File: src/rtl/omerge_pkg.sv
// Shared types for the occupancy-based merge arbiter.
package omerge_pkg;

    // Packet ownership state of the output channel.
    typedef enum logic {
        ARB_OPEN   = 1'b0,
        ARB_LOCKED = 1'b1
    } lock_state_e;

endpackage

File: src/rtl/omerge_occ_pick.sv
// Occupancy comparison and fallback selection.
// Does: scans the lanes in index order, keeping the running winner unless a
//       later lane has a strictly larger count; if the winner is not valid,
//       picks the highest valid lane; with no lane valid, returns cur_sel.
// Assumes: lane_occ packs lane i at bits [i*OCC_W +: OCC_W].
module omerge_occ_pick #(
    parameter int N_LANES = 4,
    parameter int OCC_W   = 4,
    parameter int IDX_W   = 2
) (
    input  logic                     clk,
    input  logic                     rst_n,
    input  logic [N_LANES-1:0]       lane_valid,
    input  logic [N_LANES*OCC_W-1:0] lane_occ,
    input  logic [IDX_W-1:0]         cur_sel,
    output logic [IDX_W-1:0]         pick_idx
);

    logic [IDX_W-1:0] best_idx;
    logic [OCC_W-1:0] best_occ;
    logic [IDX_W-1:0] top_valid_idx;
    logic             any_valid;

    // Comparison chain: the earlier lane wins ties.
    always_comb begin
        best_idx = '0;
        best_occ = lane_occ[OCC_W-1:0];
        for (int k = 1; k < N_LANES; k++) begin
            if (lane_occ[k*OCC_W +: OCC_W] > best_occ) begin
                best_occ = lane_occ[k*OCC_W +: OCC_W];
                best_idx = IDX_W'(k);
            end
        end
    end

    // Fallback search: the highest valid index.
    always_comb begin
        top_valid_idx = '0;
        any_valid     = 1'b0;
        for (int k = 0; k < N_LANES; k++) begin
            if (lane_valid[k]) begin
                top_valid_idx = IDX_W'(k);
                any_valid     = 1'b1;
            end
        end
    end

    // Final choice: winner, fallback or kept selection.
    always_comb begin
        if (!any_valid)
            pick_idx = cur_sel;
        else if (lane_valid[best_idx])
            pick_idx = best_idx;
        else
            pick_idx = top_valid_idx;
    end

    // whenever any lane has data, the picked lane has data.
    a_r4_pick_is_valid: assert property (@(posedge clk) disable iff (!rst_n)
        (|lane_valid) |-> lane_valid[pick_idx]);

endmodule

File: src/rtl/omerge_pkt_lock.sv
// Packet lock tracker.
// Does: remembers the lane of the last transfer. After a head flit with a
//       non-zero body length transfers, it holds that lane until the same
//       number of further transfers have happened.
// Assumes: xfer is only raised for the lane given on grant_idx.
module omerge_pkt_lock
    import omerge_pkg::*;
#(
    parameter int LEN_W = 4,
    parameter int IDX_W = 2
) (
    input  logic             clk,
    input  logic             rst_n,
    input  logic             xfer,
    input  logic             xfer_head,
    input  logic [LEN_W-1:0] xfer_len,
    input  logic [IDX_W-1:0] grant_idx,
    output logic             locked,
    output logic [IDX_W-1:0] sel_idx
);

    lock_state_e      state;
    logic [LEN_W-1:0] remain;

    // Lock state, remaining body count and remembered lane.
    always_ff @(posedge clk) begin
        if (!rst_n) begin
            state   <= ARB_OPEN;
            remain  <= '0;
            sel_idx <= '0;
        end else if (xfer) begin
            if (state == ARB_OPEN) begin
                sel_idx <= grant_idx;
                if (xfer_head && (xfer_len != '0)) begin
                    state  <= ARB_LOCKED;
                    remain <= xfer_len;
                end
            end else begin
                remain <= remain - 1'b1;
                if (remain == LEN_W'(1))
                    state <= ARB_OPEN;
            end
        end
    end

    assign locked = (state == ARB_LOCKED);

    // a locked packet keeps its lane until the last body flit moves.
    a_r5_lock_holds_lane: assert property (@(posedge clk) disable iff (!rst_n)
        (locked && !(xfer && remain == LEN_W'(1))) |=> (locked && $stable(sel_idx)));

    // a locked state always has body flits outstanding.
    a_r5_remain_nonzero: assert property (@(posedge clk) disable iff (!rst_n)
        locked |-> (remain != '0));

endmodule

File: src/rtl/omerge_out_stage.sv
// Output register of the merge channel.
// Does: loads the transferred flit. It holds while downstream pushes back,
//       and it drops valid on an idle cycle.
// Assumes: xfer is already masked by out_bp.
module omerge_out_stage #(
    parameter int FLIT_W = 16
) (
    input  logic              clk,
    input  logic              rst_n,
    input  logic              xfer,
    input  logic [FLIT_W-1:0] flit,
    input  logic              out_bp,
    output logic              out_valid,
    output logic [FLIT_W-1:0] out_data
);

    // Register the flit when downstream accepts.
    always_ff @(posedge clk) begin
        if (!rst_n) begin
            out_valid <= 1'b0;
            out_data  <= '0;
        end else if (!out_bp) begin
            out_valid <= xfer;
            if (xfer)
                out_data <= flit;
        end
    end

    // backpressure freezes the output register.
    a_r7_hold_on_bp: assert property (@(posedge clk) disable iff (!rst_n)
        out_bp |=> ($stable(out_valid) && $stable(out_data)));

    // an accepted cycle with no transfer leaves the output empty.
    a_r8_idle_drops_valid: assert property (@(posedge clk) disable iff (!rst_n)
        (!out_bp && !xfer) |=> !out_valid);

endmodule

File: src/rtl/omerge_top.sv
// Occupancy-based packet merge arbiter, top level.
// Does: grants one of N_LANES lanes to a registered output channel. A new
//       lane is chosen only at packet boundaries, by queue occupancy.
// Assumes: head flits carry a 1 in the MSB and the body length in the low
//          LEN_W bits; lanes only present head flits between packets.
module omerge_top #(
    parameter int N_LANES = 4,
    parameter int FLIT_W  = 16,
    parameter int OCC_W   = 4,
    parameter int LEN_W   = 4
) (
    input  logic                      clk,
    input  logic                      rst_n,
    input  logic [N_LANES-1:0]        lane_valid,
    input  logic [N_LANES*FLIT_W-1:0] lane_data,
    input  logic [N_LANES*OCC_W-1:0]  lane_occ,
    output logic [N_LANES-1:0]        lane_bp,
    output logic                      out_valid,
    output logic [FLIT_W-1:0]         out_data,
    input  logic                      out_bp
);

    localparam int IDX_W = (N_LANES > 1) ? $clog2(N_LANES) : 1;

    logic [IDX_W-1:0]  pick_idx;
    logic [IDX_W-1:0]  sel_idx;
    logic [IDX_W-1:0]  grant_idx;
    logic              locked;
    logic              xfer;
    logic [FLIT_W-1:0] grant_flit;

    omerge_occ_pick #(
        .N_LANES (N_LANES),
        .OCC_W   (OCC_W),
        .IDX_W   (IDX_W)
    ) pick_i (
        .clk        (clk),
        .rst_n      (rst_n),
        .lane_valid (lane_valid),
        .lane_occ   (lane_occ),
        .cur_sel    (sel_idx),
        .pick_idx   (pick_idx)
    );

    // Grant: the locked lane, otherwise the fresh pick.
    assign grant_idx  = locked ? sel_idx : pick_idx;
    assign grant_flit = lane_data[grant_idx*FLIT_W +: FLIT_W];
    assign xfer       = lane_valid[grant_idx] && !out_bp;

    // Per-lane backpressure: closed unless granted and downstream open.
    for (genvar i = 0; i < N_LANES; i++) begin : g_lane_bp
        assign lane_bp[i] = (grant_idx != IDX_W'(i)) || out_bp;
    end

    omerge_pkt_lock #(
        .LEN_W (LEN_W),
        .IDX_W (IDX_W)
    ) lock_i (
        .clk       (clk),
        .rst_n     (rst_n),
        .xfer      (xfer),
        .xfer_head (grant_flit[FLIT_W-1]),
        .xfer_len  (grant_flit[LEN_W-1:0]),
        .grant_idx (grant_idx),
        .locked    (locked),
        .sel_idx   (sel_idx)
    );

    omerge_out_stage #(
        .FLIT_W (FLIT_W)
    ) out_i (
        .clk       (clk),
        .rst_n     (rst_n),
        .xfer      (xfer),
        .flit      (grant_flit),
        .out_bp    (out_bp),
        .out_valid (out_valid),
        .out_data  (out_data)
    );

    // at most one lane is ever released.
    a_r6_single_open_lane: assert property (@(posedge clk) disable iff (!rst_n)
        $countones(~lane_bp) <= 1);

    // an accepted transfer shows up as valid output after one edge.
    a_r9_xfer_to_output: assert property (@(posedge clk) disable iff (!rst_n)
        xfer |=> out_valid);

endmodule

File: config.mk
export PLATFORM = sky130hd
export DESIGN_NAME = omerge_top
export DESIGN_NICKNAME = d
export VERILOG_FILES = /design/src/rtl/omerge_pkg.sv /design/src/rtl/omerge_occ_pick.sv /design/src/rtl/omerge_pkt_lock.sv /design/src/rtl/omerge_out_stage.sv /design/src/rtl/omerge_top.sv
export SDC_FILE = /design/constraint.sdc
export NUM_CORES = 1
export LEC_CHECK = 0
export BUFFER_PORTS_ARGS = -buffer_cell sky130_fd_sc_hd__clkbuf_2
export CORE_MARGIN = 3
export CORE_UTILIZATION = 43
export CTS_CLUSTER_SIZE = 28
export DETAILED_ROUTE_END_ITERATION = 16
export PLACE_DENSITY = 0.78
export SLEW_MARGIN = 20
export SYNTH_ARGS = -nofsm -noshare
export SYNTH_HDL_FRONTEND = slang
export SYNTH_SLANG_ARGS = --single-unit
export TNS_END_PERCENT = 50
File: constraint.sdc
create_clock -name clk -period 5.4 [get_ports clk]
set_input_delay 0.54 -clock clk [delete_from_list [all_inputs] [get_ports clk]]
set_output_delay 0.54 -clock clk [all_outputs]
set_load 0.01 [all_outputs]
==> impl_metrics.csv, run 1 <==
group,metric,value,unit
timing,slew_headroom,0.548,
worst_hold_path,min_path_type,"reg -> reg",
layout,register_area,480,um2
critical_path,rrSetupSlack,2.25,ns
power,power_frac_clock,0.101,
critical_path,reg2reg_depth,10,
critical_path,cp_common_cell,"ha_1",
grt,antenna_found_initial,0,
floorplanning,fp.dieH,78.3,um
timing,holdWs,0.460,ns
layout,antenna_cells,0,
timing,fin_crit,5.25,ns
timing,max_freq,190,MHz
timing,drv_slew,0,
route,wirelength,6660,um
cts,cts_tree,"built",
power,leakagePower,1.49,nW
route,dr.pass1.iters,4,
synthesis,syn_nets,402,
grt,grt_overflow,0,
job,cap_violations,0,
power,powerDensity,501,mW/mm2
critical_path,crit_start,"lane_occ[2]",
route,drc,0,
power,peakVddDrop,257,uV
placed_design,dpl.hpwl,5130,um
grt,grt_start_max_net_pins,25,
timing,setup_viol,0,
power,p_int,0.819,mW
grt,grt_pass1_vias,2445,
critical_path,arrival,4.71,ns
worst_hold_path,hold_depth,2,
layout,multi_input_area,0.00170,mm2
route,ant_nets,0,
synthesis,netlist_instances,301,
synthesis,synthXorXnorAreaFrac,0.00390,
layout,final_layout_size_suffix_gt1_frac,0.403,
timing,finalHoldViolations,0,
synthesis,synth.distinct_cells,58,
critical_path,slowest_delay,0.34,ns
cts,insertion_delay,0.27,ns
power,sw_frac_of_total,0.469,
synthesis,synth_top_family_by_area,"compound AO/OA/AOI/OAI gates",
critical_path,crit_path_end_kind,"output port",
worst_hold_path,holdCritStartpoint,"out_i.out_valid$_SDFFE_PN0N_",
timing,fin_crit_sh,0.972,
synthesis,synth_edf_count,0,
synthesis,ys.flop_type,"dfxtp_1",
synthesis,ys_warn_count,0,
critical_path,critPathLaunchType,"input port",
critical_path,cp.required,4.86,ns
route,vias,2670,
floorplanning,fp.dieArea,0.00612,mm2
layout,n_fill_cell,460,
cts,cts-hold-fix-buffers,0,
placed_design,portBuffers,107,
synthesis,synthMuxAreaShare,0.0775,
cts,clk_path_buf_depth,2,
grt,grt_pass1_wl,10700,um
floorplanning,rows,25,
layout,area_growth,37.2,%
synthesis,synth_compound_area_frac,0.298,
cts,clock-sinks,24,
synthesis,async_flop_share,0,
critical_path,reg2reg_from,"lock_i.locked$_SDFFE_PN0P_",
cts,clockRootBuffer,"clkbuf_8",
timing,max_slew.worst_pin.slew,0.677,ns
timing,skew,0.00148,ns
critical_path,path_class,"in -> out",
synthesis,synth_seq_cells,24,
status,status,"complete, no violations",
floorplanning,start_util,0.460,
critical_path,path_cells,"clkbuf_2 -> inv_1 -> ha_1 -> a211oi_2 -> o21ai_2 -> nand3_2 -> mux2i_2 -> ha_1 -> nor2b_1 -> o211a_1 -> o21ai_4 -> o21ai_1 -> ha_1 -> nand3_1 -> o221ai_2 -> and3_4 -> a2bb2oi_4 -> o221ai_4 -> buf_4 -> or3_1 -> clkbuf_2",
power,combPwrFrac,0.698,
grt,grt_usage,0.207,
floorplanning,io_pins,108,
route,post_drt_wl_per_cell,13.8,um
cts,cts_buffers,3,
synthesis,yosys.area_share.adder,0.0780,
layout,nets,519,
synthesis,netlist_area,0.00224,mm2
floorplanning,dieWidth,78.3,um
critical_path,crit_slowest_cell,"or3_1",
placed_design,dpl_cell_area,0.00289,mm2
synthesis,yosysSeqAreaShare,0.214,
power,seq_power_share,0.201,
layout,stdcell_area,0.00308,mm2
placed_design,place_congestion,0.875,
power,power_switching,0.723,mW
cts,htreeDepth,1,
synthesis,yosys.area_share.simple,0.265,
cts,path_clk_slew,0.08,ns
synthesis,syn_avg_cell_area,7.46,um2
floorplanning,core_area,0.00488,mm2
route,drt_iter0_markers,242,
route,drt-vias-per-instance,5.52,
critical_path,cp_max_fo,9,
## per-layer routing
layer	up-vias	global-route usage	wire (um)
met1	1250	0.266	2780
li1	1326	-	-
met4	0	0.0245	34
met5	-	0	0
met3	4	0.0390	391
met2	90	0.370	3460
## timing repair
item	in CTS	in global routing
gates resized for setup	1	14
setup endpoints to repair	1	27
pin swaps	0	8
buffers inserted	0	6
## area by class of cell
cell class / count / area share
multi-input cells: 246 / 0.550
well taps: 67 / 0.0272
inverters: 15 / 0.0183
flip-flops and latches: 24 / 0.156
clock buffers: 3 / 0.0134
repair buffers: 128 / 0.225
clock inverters: 1 / 0.00975
## through the flow
stage	setup TNS, ns	worst slack, ns	utilization	instances	total power [mW]
after floorplan	0	0.169	-	301	1.04
after global placement	0	0.0553	0.592	474	1.30
after detailed placement	-0.505	-0.120	0.592	474	1.31
after CTS	0	0.0317	0.608	478	1.48
after global routing	-0.871	-0.161	0.631	484	1.68
final	0	0.150	0.631	484	1.54
## registers in the layout, summed over array words and instances, names as in the netlist
| register | count |
|---|---|
| out_i.out_data | 16 |
| lock_i.remain | 4 |
| lock_i.sel_idx | 2 |
| lock_i.locked | 1 |
| out_i.out_valid | 1 |
## power groups by stage
stage	Combinational (mW)	Sequential, mW	Clock [mW]
2_1_floorplan	0.724	0.320	0
3_3_place_gp	0.985	0.311	0
3_5_place_dp	1.00	0.312	0
4_1_cts	1.01	0.309	0.158
5_1_grt	1.20	0.321	0.165
6_report	1.08	0.310	0.156
## final timing paths
path                                   end
max                             lane_bp[2]
min           out_i.out_valid$_SDFFE_PN0N_
max reg2reg  lock_i.remain[2]$_SDFFE_PN0P_
min reg2reg   out_i.out_valid$_SDFFE_PN0N_
## synthesized netlist by cell type (all sizes together), types with 3 or more instances
cell    instances  area share
o21ai          15       0.035
nand3          13       0.029
and2            5       0.014
inv            15       0.025
clkbuf          4      0.0067
mux2i           5       0.022
ha             14       0.078
o221ai          4       0.026
a21oi          26       0.058
nor2b           3      0.0084
a311oi         11       0.043
nand4           3      0.0084
mux2           11       0.055
buf            12       0.032
nand2          46       0.080
dfxtp          24        0.21
nor2           41       0.069
nor3            5       0.011
a211oi          4       0.018
a221o           4       0.018
or3             4       0.011
## worst max-delay path, delay by kind of cell
kind	cells	cell delay, ns
fa+ha+maj	3	0.92
compound gates	8	1.52
simple gates	5	0.95
buf+inv	4	0.48
mux	1	0.27
## cells in the final DEF (no fill, tap or decap), types with 3 or more instances in the layout
| master | Yosys | routed |
|---|---|---|
| clkbuf_2 | 0 | 107 |
| nand2_1 | 45 | 45 |
| nor2_1 | 41 | 40 |
| a21oi_1 | 26 | 26 |
| dfxtp_1 | 24 | 24 |
| buf_4 | 0 | 21 |
| inv_1 | 13 | 13 |
| ha_1 | 14 | 13 |
| nand3_1 | 13 | 12 |
| mux2_2 | 11 | 11 |
| a311oi_1 | 11 | 11 |
| o21ai_0 | 11 | 9 |
| nor3_1 | 5 | 5 |
| and2_1 | 5 | 5 |
| o21ai_1 | 3 | 4 |
| or3_1 | 4 | 4 |
| a221o_1 | 4 | 4 |
| nand4_1 | 3 | 3 |
| nor2b_1 | 3 | 3 |
| clkbuf_8 | 0 | 3 |
## logic make-up (layout without fill, tap and decap cells)
| kind of cell | count (synthesis) | after routing |
|---|---|---|
| AND/OR/NAND/NOR | 131 | 131 |
| AO/OA/AOI/OAI | 84 | 84 |
| buffers and inverters | 31 | 147 |
| flip-flops | 24 | 24 |
| multiplexers | 16 | 16 |
| adder cells (fa/ha/maj) | 14 | 14 |
| XOR/XNOR | 1 | 1 |
(Power assumes the default switching activity.)
==> inputs of run 2 (changes only) <==
- CORE_MARGIN: 3 -> 2
- clock period: 5.4 -> 4.2 ns (I/O delays scaled with it)
==> run 2 against run 1 <==
Net effect: the flow now finishes with violations (setup timing); sequential share of layout area down 3.6 points; utilization rose by 16 points; via count up 18%; routed wire length increased by 49%; clock-buffer cell count is the same; clock skew is essentially flat; cell count rose by 8.9%; setup slack lost 0.83 ns; clock power grew 35%; critical path type is now in -> reg; critical endpoint is now lock_i.locked$_SDFFE_PN0P_; highest routed layer unchanged.
==> impl_metrics.csv, run 2 (same netlist as run 1, synthesis figures left out) <==
group,metric,value,unit
route,drt-vias-per-instance,5.98,
route,vias,3152,
timing,fin_crit_sh,1.16,
critical_path,cp_max_fo,7,
floorplanning,io_pins,108,
placed_design,dpl_cell_area,0.00319,mm2
grt,grt_usage,0.282,
cts,cts_buffers,3,
timing,holdWs,0.411,ns
layout,area_growth,78.7,%
grt,grt_start_max_net_pins,25,
floorplanning,start_util,0.442,
status,violations,"setup timing",
placed_design,place_congestion,0.922,
power,power_frac_clock,0.071,
route,wirelength,9950,um
cts,cts_tree,"built",
critical_path,slowest_delay,0.34,ns
layout,largest-register,"out_i.out_data",
layout,antenna_cells,0,
cts,clockRootBuffer,"clkbuf_8",
cts,clk_path_buf_depth,2,
power,sw_frac_of_total,0.462,
floorplanning,fp.dieH,76.3,um
timing,drv_slew,0,
critical_path,path_class,"in -> reg",
timing,rsz0062_at_grt,"true",
cts,htreeDepth,1,
floorplanning,fp.dieArea,0.00581,mm2
power,leakagePower,1.85,nW
timing,finalHoldViolations,0,
layout,nets,559,
critical_path,crit_path_end_kind,"flip-flop",
timing,max_slew.worst_pin.slew,0.751,ns
status,status,"finished with violations",
floorplanning,dieWidth,76.3,um
floorplanning,rows,26,
critical_path,cp.required,4.37,ns
layout,layout_commonest_cell,"clkbuf_2",
power,seq_power_share,0.145,
timing,slew_headroom,0.499,
grt,grt_use_met2,0.498,
timing,tns,-13.35,ns
placed_design,dpl.hpwl,5260,um
timing,finalWorstSetupSlack,-0.677,ns
critical_path,critPathLaunchType,"input port",
grt,grt_use_met3,0.0604,
grt,antenna_found_initial,0,
placed_design,portBuffers,107,
timing,fin_crit,4.88,ns
power,powerDensity,736,mW/mm2
route,ant_nets,0,
grt,busiest_layer,"met2",
power,p_int,1.59,mW
timing,skew,0.00172,ns
layout,instances_no_fill,527,
power,peakVddDrop,484,uV
layout,final_layout_size_suffix_gt1_frac,0.571,
timing,max_freq,205,MHz
layout,largest_reg_flops,16,
power,power_switching,1.36,mW
cts,insertion_delay,0.28,ns
layout,final_cell_mix,"102 x clkbuf_2, 43 x buf_4, 41 x nand2_1",
critical_path,crit_slowest_cell,"a211oi_4",
critical_path,arrival,5.05,ns
route,post_drt_wl_per_cell,18.9,um
layout,largestRegisters,"out_i.out_data (16), lock_i.remain (4), lock_i.sel_idx (2)",
route,drc,0,
cts,path_clk_slew,0.09,ns
job,cap_violations,0,
route,drt_iter0_markers,248,
worst_hold_path,min_path_type,"in -> reg",
floorplanning,core_area,0.00507,mm2
route,dr.pass1.iters,5,
grt,grt_pass1_vias,2942,
grt,grtUsageMet1,0.329,
placed_design,dp.cells,493,
timing,setup_viol,28,
grt,grt_pass1_wl,13700,um
cts,clock-sinks,24,
grt,grt_overflow,0,
layout,stdcell_area,0.00401,mm2
power,combPwrFrac,0.783,
run 2: changes by cell type in the layout (fill, tap and decap cells not counted), moves of 4 or more:
cell / delta
buf_6: +14
a21oi_1: -15
nand2_1: -4
inv_1: -4
a311oi_4: +4
ha_4: +6
a311oi_1: -10
a21oi_2: +13
buf_4: +22
ha_1: -6
a311oi_2: +6
clkbuf_2: -5
run 2: metrics by stage:
stage | util | power [mW] | setup slack (ns)
3_5_place_dp | 0.629 | 1.87 | -0.966
2_1_floorplan | - | 1.47 | -0.507
5_1_grt | 0.790 | 3.09 | -0.825
3_3_place_gp | 0.629 | 1.83 | -0.774
4_1_cts | 0.732 | 2.52 | -0.561
6_report | 0.790 | 2.95 | -0.677
run 2: layout make-up:
cell class              instances  area [um2]
clock buffers                   3        41.3
clock inverters                 1        30.0
fillers                       299        1060
inverters                      15        73.8
multi-input cells             246        2090
flip-flops and latches         24         480
well taps                      70        87.6
repair buffers                168        1210
run 2: final timing paths:
| kind | startpoint | endpoint | slack [ns] | depth (start not counted) |
|---|---|---|---|---|
| min | rst_n | lock_i.remain[1]$_SDFFE_PN0P_ | 0.41 | 2 |
| max | lane_occ[2] | lock_i.locked$_SDFFE_PN0P_ | -0.68 | 25 |
| min reg2reg | out_i.out_data[0]$_SDFFE_PN0P_ | out_i.out_data[0]$_SDFFE_PN0P_ | 0.46 | 2 |
| max reg2reg | lock_i.locked$_SDFFE_PN0P_ | lock_i.remain[2]$_SDFFE_PN0P_ | 0.69 | 10 |
run 2: timing repair:
| item | CTS | global route |
|---|---|---|
| gates resized for setup | 44 | 43 |
| pin swaps | 23 | 27 |
| endpoints found under the hold margin | 0 | 0 |
| hold buffers | 0 | 0 |
| setup buffers | 14 | 13 |
| setup endpoints to repair | 28 | 28 |
| gates cloned | 4 | 1 |
run 2: per-layer routing:
layer | up-vias | share of wire
li1 | 1415 | -
met1 | 1485 | 0.38
met2 | 208 | 0.50
met3 | 44 | 0.079
met4 | 0 | 0.043
met5 | - | 0
run 2: critical path, delay by kind of cell:
family          cells  cell delay, ns
compound gates     11            2.27
simple gates        6            0.84
fa+ha+maj           3            0.78
buf+inv             4            0.50
mux                 1            0.25
run 2: power groups by stage:
stage                     combinational, mW  clock, mW  sequential [mW]
final                                  2.31      0.211            0.429
after global routing                   2.43      0.220            0.437
after CTS                              1.91      0.207            0.408
after detailed placement               1.47          0            0.403
after global placement                 1.44          0            0.397
after floorplan                        1.06          0            0.412
==> inputs of run 3 (changes only) <==
- SETUP_SLACK_MARGIN: unset -> 0.15
==> run 3 against run 2 <==
Net effect: combinational power grew 3%; highest routed layer unchanged; sequential cell count is the same; cell area grew 0.59%; critical path depth grew 2; critical endpoint is now out_i.out_data[6]$_SDFFE_PN0P_; largest cell class unchanged; global-route usage is the same; largest power group unchanged; first-iteration DRC count grew 67%; the flow still finishes with violations (setup timing); non-clock buffer count grew 2; routed wire length grew 5.7%.
==> impl_metrics.csv, run 3 (same netlist as run 1, synthesis figures left out) <==
group,metric,value,unit
power,leakagePower,1.86,nW
layout,layout_commonest_cell,"clkbuf_2",
job,cap_violations,0,
floorplanning,start_util,0.442,
placed_design,portBuffers,107,
grt,grt_overflow,0,
floorplanning,dieWidth,76.3,um
route,drt_iter0_markers,413,
critical_path,rrSetupSlack,0.72,ns
layout,multi_input_area,0.00209,mm2
status,violations,"setup timing",
layout,nets,561,
grt,grt_start_max_net_pins,25,
floorplanning,fp.dieArea,0.00581,mm2
cts,path_clk_slew,0.10,ns
floorplanning,rows,26,
timing,finalWorstSetupSlack,-0.735,ns
power,peakVddDrop,427,uV
layout,final_cell_mix,"102 x clkbuf_2, 44 x buf_4, 41 x nand2_1",
critical_path,cp_max_fo,7,
critical_path,critPathLaunchType,"input port",
cts,clockRootBuffer,"clkbuf_8",
critical_path,cp_common_cell,"buf_6",
timing,skew,0.0103,ns
worst_hold_path,min_path_type,"in -> reg",
route,wirelength,10500,um
timing,max_slew.worst_pin.slew,0.732,ns
layout,n_fill_cell,295,
grt,antenna_found_initial,0,
power,powerDensity,745,mW/mm2
floorplanning,fp.dieH,76.3,um
layout,antenna_cells,0,
timing,rsz0062_at_grt,"true",
layout,stdcell_area,0.00404,mm2
layout,largest_reg_flops,16,
placed_design,place_congestion,0.922,
cts,htreeDepth,1,
grt,grt_pass1_vias,2942,
critical_path,crit_slowest_cell,"ha_1",
placed_design,dpl_cell_area,0.00319,mm2
status,status,"finished with violations",
timing,max_freq,203,MHz
layout,final_layout_size_suffix_gt1_frac,0.573,
critical_path,crit_path_end_kind,"flip-flop",
timing,drv_slew,0,
cts,clock-sinks,24,
cts,insertion_delay,0.28,ns
timing,fin_crit_sh,1.17,
route,dr.pass1.iters,5,
timing,setup_viol,28,
grt,grt_usage,0.282,
grt,grt_pass1_wl,13700,um
cts,cts_buffers,3,
placed_design,dp_slack,-0.966,ns
cts,clk_path_buf_depth,2,
critical_path,cp.required,4.34,ns
placed_design,dpl.hpwl,5260,um
route,ant_nets,0,
layout,area_growth,79.8,%
floorplanning,core_area,0.00507,mm2
timing,slew_headroom,0.512,
route,drc,0,
cts,cts_tree,"built",
layout,final_util,0.795,
route,drt-vias-per-instance,6.16,
layout,largestRegisters,"out_i.out_data (16), lock_i.remain (4), lock_i.sel_idx (2)",
timing,fin_crit,4.93,ns
critical_path,path_class,"in -> reg",
floorplanning,io_pins,108,
route,post_drt_wl_per_cell,19.9,um
critical_path,slowest_delay,0.33,ns
timing,finalHoldViolations,0,
critical_path,arrival,5.08,ns
layout,largest-register,"out_i.out_data",
layout,register_area,480,um2
route,vias,3261,
-- run 3: critical path, delay by kind of cell --
| kind | cells | cell delay (ns) |
|---|---|---|
| buf+inv | 8 | 1.03 |
| compound gates | 10 | 1.73 |
| fa+ha+maj | 3 | 0.83 |
| simple gates | 5 | 0.74 |
| mux | 1 | 0.32 |
-- run 3: what timing repair did --
action                                  CTS  global route
endpoints found under the setup margin   28            28
hold buffers                              0             0
gates resized for setup                  44            41
pin swaps                                23            28
endpoints found under the hold margin     0             0
setup buffers                            14            13
cloned                                    4             1
-- run 3: worst paths after layout --
check / from / to / depth (start not counted)
worst min-delay path: rst_n / lock_i.remain[1]$_SDFFE_PN0P_ / 2
worst max-delay path: lane_occ[2] / out_i.out_data[6]$_SDFFE_PN0P_ / 27
worst max register to register: lock_i.locked$_SDFFE_PN0P_ / lock_i.remain[2]$_SDFFE_PN0P_ / 10
worst min register to register: out_i.out_data[0]$_SDFFE_PN0P_ / out_i.out_data[0]$_SDFFE_PN0P_ / 2
-- run 3: cell type report --
type | instances | share of cell area
well taps | 70 | 0.0217
flip-flops and latches | 24 | 0.119
clock buffers | 3 | 0.0102
clock inverters | 1 | 0.00744
multi-input cells | 246 | 0.517
inverters | 15 | 0.0183
repair buffers | 170 | 0.306
-- run 3: power breakdown --
part | switching, mW | internal (mW) | leakage (nW) | total [mW]
clock network | 0.0841 | 0.128 | 0.0357 | 0.212
logic | 1.21 | 1.16 | 1.63 | 2.37
registers | 0.104 | 0.325 | 0.197 | 0.429
-- run 3: metrics by stage --
step                      TNS, ns  total power, mW  instances  hold WS [ns]
after CTS                  -12.31             2.52        515         0.415
after global routing       -22.41             3.14        529         0.394
after global placement     -18.51             1.83        493         0.445
after floorplan             -8.23             1.47        301         0.475
final                      -17.68             3.01        529         0.396
after detailed placement   -22.90             1.87        493         0.447
-- run 3: routing by layer --
layer,vias up,GRT usage,routed length (um)
li1,1413,-,-
met1,1496,0.329,3800
met2,278,0.498,5070
met3,74,0.0604,932
met4,0,0.120,712
met5,-,0,0
